## config.mk

```make
export PLATFORM = sky130hd
export DESIGN_NAME = bus_sizer
export DESIGN_NICKNAME = d
export VERILOG_FILES = /design/src/rtl/bsz_pkg.sv /design/src/rtl/bsz_addr_gen.sv /design/src/rtl/bsz_wr_steer.sv /design/src/rtl/bsz_rd_align.sv /design/src/rtl/bus_sizer.sv
export SDC_FILE = /design/constraint.sdc
export NUM_CORES = 1
export LEC_CHECK = 0
export CELL_PAD_IN_SITES_DETAIL_PLACEMENT = 0
export CELL_PAD_IN_SITES_GLOBAL_PLACEMENT = 1
export CORE_UTILIZATION = 40
export DETAILED_ROUTE_END_ITERATION = 16
export DONT_BUFFER_PORTS = 1
export GPL_ROUTABILITY_DRIVEN = 0
export HOLD_SLACK_MARGIN = 0.02
export PLACE_DENSITY = 0.8
export SYNTH_ARGS = -nofsm -noshare
export SYNTH_HDL_FRONTEND = slang
export SYNTH_SLANG_ARGS = --single-unit
```

## constraint.sdc

```tcl
create_clock -name clk -period 5.16 [get_ports clk]
set_input_delay 1.032 -clock clk [delete_from_list [all_inputs] [get_ports clk]]
set_output_delay 1.032 -clock clk [all_outputs]
set_load 0.01 [all_outputs]
```

## src/rtl/bsz_pkg.sv

```systemverilog
package bsz_pkg;
  localparam int DATA_W = 32;
  localparam int HALF_W = DATA_W / 2;
  localparam int BE_W   = DATA_W / 8;

  typedef enum logic [1:0] {
    ST_IDLE   = 2'd0,
    ST_FIRST  = 2'd1,
    ST_SECOND = 2'd2
  } bsz_state_t;
endpackage

```

## src/rtl/bsz_addr_gen.sv

```systemverilog
module bsz_addr_gen
  import bsz_pkg::*;
(
  input  logic [BE_W-1:0] be_n,
  output logic            a1,
  output logic            ble_n,
  output logic            bhe_n
);
  logic lo_off;

  always_comb begin
    lo_off = &be_n[1:0];
    a1     = lo_off;
    ble_n  = ~(~be_n[0] | (lo_off & ~be_n[2]));
    bhe_n  = ~(~be_n[1] | (lo_off & ~be_n[3]));
  end
endmodule

```

## src/rtl/bsz_wr_steer.sv

```systemverilog
module bsz_wr_steer
  import bsz_pkg::*;
(
  input  logic [DATA_W-1:0] din,
  input  logic [BE_W-1:0]   be_n,
  output logic [DATA_W-1:0] dout
);
  always_comb begin
    dout = din;
    if ((&be_n[1:0]) && !(&be_n[3:2]))
      dout[HALF_W-1:0] = din[DATA_W-1:HALF_W];
  end
endmodule

```

## src/rtl/bsz_rd_align.sv

```systemverilog
module bsz_rd_align
  import bsz_pkg::*;
(
  input  logic [DATA_W-1:0] bus_d,
  input  logic [HALF_W-1:0] low_hold,
  input  logic              fold,
  input  logic              join_hold,
  output logic [DATA_W-1:0] dout
);
  always_comb begin
    if (join_hold)
      dout = {bus_d[HALF_W-1:0], low_hold};
    else if (fold)
      dout = {bus_d[HALF_W-1:0], bus_d[HALF_W-1:0]};
    else
      dout = bus_d;
  end
endmodule

```

## src/rtl/bus_sizer.sv

```systemverilog
module bus_sizer
  import bsz_pkg::*;
#(
  parameter int ADDR_W = 32
) (
  input  logic                  clk,
  input  logic                  rst,
  input  logic                  req_valid,
  input  logic [ADDR_W-1:2]     req_addr,
  input  logic [BE_W-1:0]       req_be_n,
  input  logic                  req_write,
  input  logic [DATA_W-1:0]     req_wdata,
  output logic                  done,
  output logic [DATA_W-1:0]     rdata,
  output logic                  bus_cyc,
  output logic [ADDR_W-1:2]     bus_addr,
  output logic [BE_W-1:0]       bus_be_n,
  output logic                  bus_a1,
  output logic                  bus_ble_n,
  output logic                  bus_bhe_n,
  output logic                  bus_write,
  output logic [DATA_W-1:0]     bus_wdata,
  input  logic [DATA_W-1:0]     bus_rdata,
  input  logic                  bus_ready,
  input  logic                  bus_bs16_n
);
  localparam logic [BE_W-1:0] BE_NONE = '1;

  bsz_state_t        st, st_next;
  logic [BE_W-1:0]   be_next;
  logic              lo_used, hi_used, narrow;
  logic              need_split, fold_rd;
  logic [HALF_W-1:0] low_hold;
  logic [DATA_W-1:0] steer_in, steer_out, align_out;
  logic              a1_next, ble_next, bhe_next;

  always_comb begin
    lo_used    = !(&bus_be_n[1:0]);
    hi_used    = !(&bus_be_n[3:2]);
    narrow     = !bus_bs16_n;
    need_split = narrow && lo_used && hi_used;
    fold_rd    = narrow && !lo_used && hi_used;
  end

  always_comb begin
    st_next = st;
    be_next = bus_be_n;
    unique case (st)
      ST_IDLE: begin
        if (req_valid) begin
          st_next = ST_FIRST;
          be_next = req_be_n;
        end
      end
      ST_FIRST: begin
        if (bus_ready) begin
          if (need_split) begin
            st_next = ST_SECOND;
            be_next = {bus_be_n[3:2], 2'b11};
          end else begin
            st_next = ST_IDLE;
            be_next = BE_NONE;
          end
        end
      end
      ST_SECOND: begin
        if (bus_ready) begin
          st_next = ST_IDLE;
          be_next = BE_NONE;
        end
      end
      default: begin
        st_next = ST_IDLE;
        be_next = BE_NONE;
      end
    endcase
  end

  assign steer_in = (st == ST_IDLE) ? req_wdata : bus_wdata;

  bsz_wr_steer u_steer (
    .din  (steer_in),
    .be_n (be_next),
    .dout (steer_out)
  );

  bsz_addr_gen u_agen (
    .be_n  (be_next),
    .a1    (a1_next),
    .ble_n (ble_next),
    .bhe_n (bhe_next)
  );

  bsz_rd_align u_align (
    .bus_d     (bus_rdata),
    .low_hold  (low_hold),
    .fold      (fold_rd),
    .join_hold (st == ST_SECOND),
    .dout      (align_out)
  );

  always_ff @(posedge clk) begin
    if (rst) begin
      st        <= ST_IDLE;
      bus_cyc   <= 1'b0;
      bus_be_n  <= BE_NONE;
      bus_a1    <= 1'b0;
      bus_ble_n <= 1'b1;
      bus_bhe_n <= 1'b1;
      bus_addr  <= '0;
      bus_write <= 1'b0;
      bus_wdata <= '0;
      low_hold  <= '0;
      done      <= 1'b0;
      rdata     <= '0;
    end else begin
      st        <= st_next;
      bus_cyc   <= (st_next != ST_IDLE);
      bus_be_n  <= be_next;
      bus_a1    <= (st_next != ST_IDLE) && a1_next;
      bus_ble_n <= (st_next == ST_IDLE) || ble_next;
      bus_bhe_n <= (st_next == ST_IDLE) || bhe_next;
      bus_wdata <= steer_out;
      done      <= 1'b0;
      if (st == ST_IDLE && req_valid) begin
        bus_addr  <= req_addr;
        bus_write <= req_write;
      end
      if (st == ST_FIRST && bus_ready && need_split)
        low_hold <= bus_rdata[HALF_W-1:0];
      if (st != ST_IDLE && st_next == ST_IDLE) begin
        done  <= 1'b1;
        rdata <= align_out;
      end
    end
  end
endmodule

```

==> impl_results.md <==
* Hold-fix buffers, CTS at 0
* HP Start: low_hold[11]
* Seq/Total Area, Yosys at 0.501
* CP Depth at 5
* Post-Syn Area at 4880 um^2
* # DRC at 0
* Layout cells sized above 1 at 0.103
* CP max FO at 18
* Largest net degree at the start of global routing at 121
* Area of the core at 11700 um^2
* Critical Path AT at 3.52 ns
* Run status: complete, no violations
* TritonCTS clock tree: done
* Peak supply drop at around 0.17 mV
* Diode count at 0
* Worst setup startpoint: st[1]
* Layout area overhead at 11.7%
* Slew HR at 0.222
* Hold depth at 2
* Final setup violation count at 0
* Fin crit share at 0.626
* Worst-Margin Slew at 1.17 ns
* Worst-Skew Late Latency at 0.40 ns
* FF-to-FF path depth at 5
* Max-slew violations at 0
* Post-route insts no fill at 706
* Fin crit period at 3.23 ns
* Peak Freq at roughly 310 MHz
* Post-route cell area at 5450 um^2
* Total die area at 12600 um^2
* DR vias at 3862
* CP Cell Sequence: nand2b_1 -> o32ai_1 -> nor2_1 -> a311oi_4 -> mux2_2
* #FFs+latches synth at 122
* Fin. Hold Viols at 0
* All-layer global routing usage at 0.188
* Mapped Nets at 675
* Netlist cell types at 39
* First-pass GRT wire length at 18400 um
* Static leakage at 2.11 nW
* Die height at 112 um
* Unrepaired setup endpoints after global routing: no
* Clock buffer depth at 2
* Worst path max stage delay at 0.93 ns
* Ports at 208
* Average cell area after synthesis at between 8 and 9 um^2
* Slowest-stage cell, CP: a311oi_4
* Buf+Inv Stages, Crit Path at 0
* IO Port Bufs at 0
* Synth top area share at 0.501
* Number of core rows at 39
* Starting density of the core at 0.418
* Final WL at 11900 um
* Post-layout util at 0.467
* CP Launch Type: register
* Clock tree sinks at between 100 and 150
* Top cells by area, synth: dfxtp_1 50%, nand2_1 12%, a21oi_1 6.8%
* Post-CTS Resized at 0
* # Post-CTS Setup Buffers at 0
* Yosys warning total at 0
* Number of max-cap violations at 0
* Required time of the worst setup path at around 5.5 ns
* Worst min path class: reg -> reg
* H-tree depth at 4
* Vias per cell at between 5 and 6
* Post-Place Cells at roughly 680
* Cell family with most CP delay: compound AO/OA/AOI/OAI gates
* Drt first pass iters at 4
* Antenna viol nets, final at 0
* PwrDens at 429 nW/um^2
* Setup tns final at 0 ns
* Initial antenna violation count at 0
* Setup Crit Path Kind: reg -> reg
* Vias in the first global route at 3552
* Remaining Overflow, GRT at 0
* Fill count at around 1.1k
* Initial drt markers at 229
* Clock Pin Slew Worst Setup and Hold Paths at 0.05 ns
* Post-detail-place hpwl at 7990 um
* Largest area contributor in the synthesized netlist: dfxtp_1
* Cells after Synth at 571
* Post-layout nets at 656
* Crit end category: register
* Dpl cell area at 4910 um^2
* RR Startpoint: st[1]
* Cts bufs inserted at 17
* Clock Skews at roughly 0.0052 ns
* Routed len/inst at between 15 and 20 um
* Root Driver: clkbuf_16
* Die W at 112 um
-- cells by family after synthesis --
group	share of synthesized area
buffers and inverters	0.0395
flip-flops	0.501
AND/OR/NAND/NOR	0.199
AO/OA/AOI/OAI	0.149
multiplexers	0.112
-- placed cells by master (no fill, tap or decap), types with 2 or more instances in the layout --
| master | n |
|---|---|
| or3_1 | 2 |
| buf_4 | 6 |
| mux2i_1 | 33 |
| nor3_1 | 5 |
| clkbuf_8 | 2 |
| mux2_2 | 6 |
| o22ai_1 | 2 |
| clkbuf_1 | 2 |
| nor2_1 | 55 |
| nor2b_1 | 5 |
| clkinvlp_4 | 2 |
| nand2_1 | 161 |
| nor2_2 | 2 |
| a211oi_1 | 16 |
| clkinv_2 | 6 |
| nand2b_1 | 6 |
| o21ai_0 | 3 |
| a21oi_1 | 66 |
| mux2_4 | 10 |
| clkbuf_16 | 17 |
| a311oi_1 | 16 |
| dfxtp_1 | 122 |
-- Yosys cell counts (all sizes together) --
library cell / n
a211oi: 16
nand3b: 1
nor2b: 5
mux2i: 33
o32ai: 1
and2b: 1
o21bai: 1
or2: 1
nor3b: 1
buf: 10
or3: 2
nor4: 1
a22oi: 1
a2111oi: 1
mux2: 16
a311oi: 17
a21oi: 67
nand2b: 6
nor2: 57
clkbuf: 34
a31o: 1
dfxtp: 122
a221oi: 1
and2: 1
nand2: 161
o21ai: 5
o22ai: 2
o21a: 1
nor3: 5
-- sequential cells by signal, indices dropped and copies added (netlist names) --
signal and count:
low_hold 16, bus_wdata 32, st 2, bus_addr 30, bus_a1 1, bus_ble_n 1, bus_be_n 4, bus_write 1
bus_cyc 1, done 1, bus_bhe_n 1, rdata 32
-- power breakdown --
group	switching (W)	internal [W]
Sequential	0.0000781	0.00101
Combinational	0.000102	0.0000842
Clock	0.000392	0.000675
Total	0.000573	0.00177
-- worst paths after layout --
path / endpoint / slack, ns
min reg2reg: rdata[11] / 0.47
max: bus_wdata[1] / 1.93
max reg2reg: bus_wdata[1] / 1.93
min: rdata[11] / 0.47
-- worst register-to-register path: cells and delay by family, from the launching register on --
family,cells,cell delay (ns)
flops,1,0.64
simple gates,2,0.71
compound gates,2,1.34
mux,1,0.43
-- metal layers --
metal  wire length (um)  vias to the layer above  GRT usage  share of wire
met4                284                        0     0.0924          0.024
met3                900                       21     0.0724          0.076
met5                  0                        -          0              0
met1               5000                     1803      0.220           0.42
li1                   -                     1888          -              -
met2               5730                      150      0.303           0.48
-- cell type report --
cell class	instances	area, um^2	area share
clock buffers	21	460	0.0845
clock inverters	9	75.1	0.0138
multi-input cells	405	2250	0.413
flip-flops and latches	122	2440	0.448
well taps	143	179	0.0328
repair buffers	6	45.0	0.00826
-- through the flow --
| stage | hold WS, ns | worst slack [ns] | total power, W |
|---|---|---|---|
| final | 0.470 | 1.93 | 0.00234 |
| after global routing | 0.486 | 1.68 | 0.00244 |
| after CTS | 0.472 | 1.88 | 0.00237 |
| after detailed placement | 0.465 | 1.89 | 0.00129 |
| after global placement | 0.454 | 1.98 | 0.00128 |
| after floorplan | 0.454 | 2.43 | 0.00127 |
No activity file was read; power rests on OpenSTA's default activity.
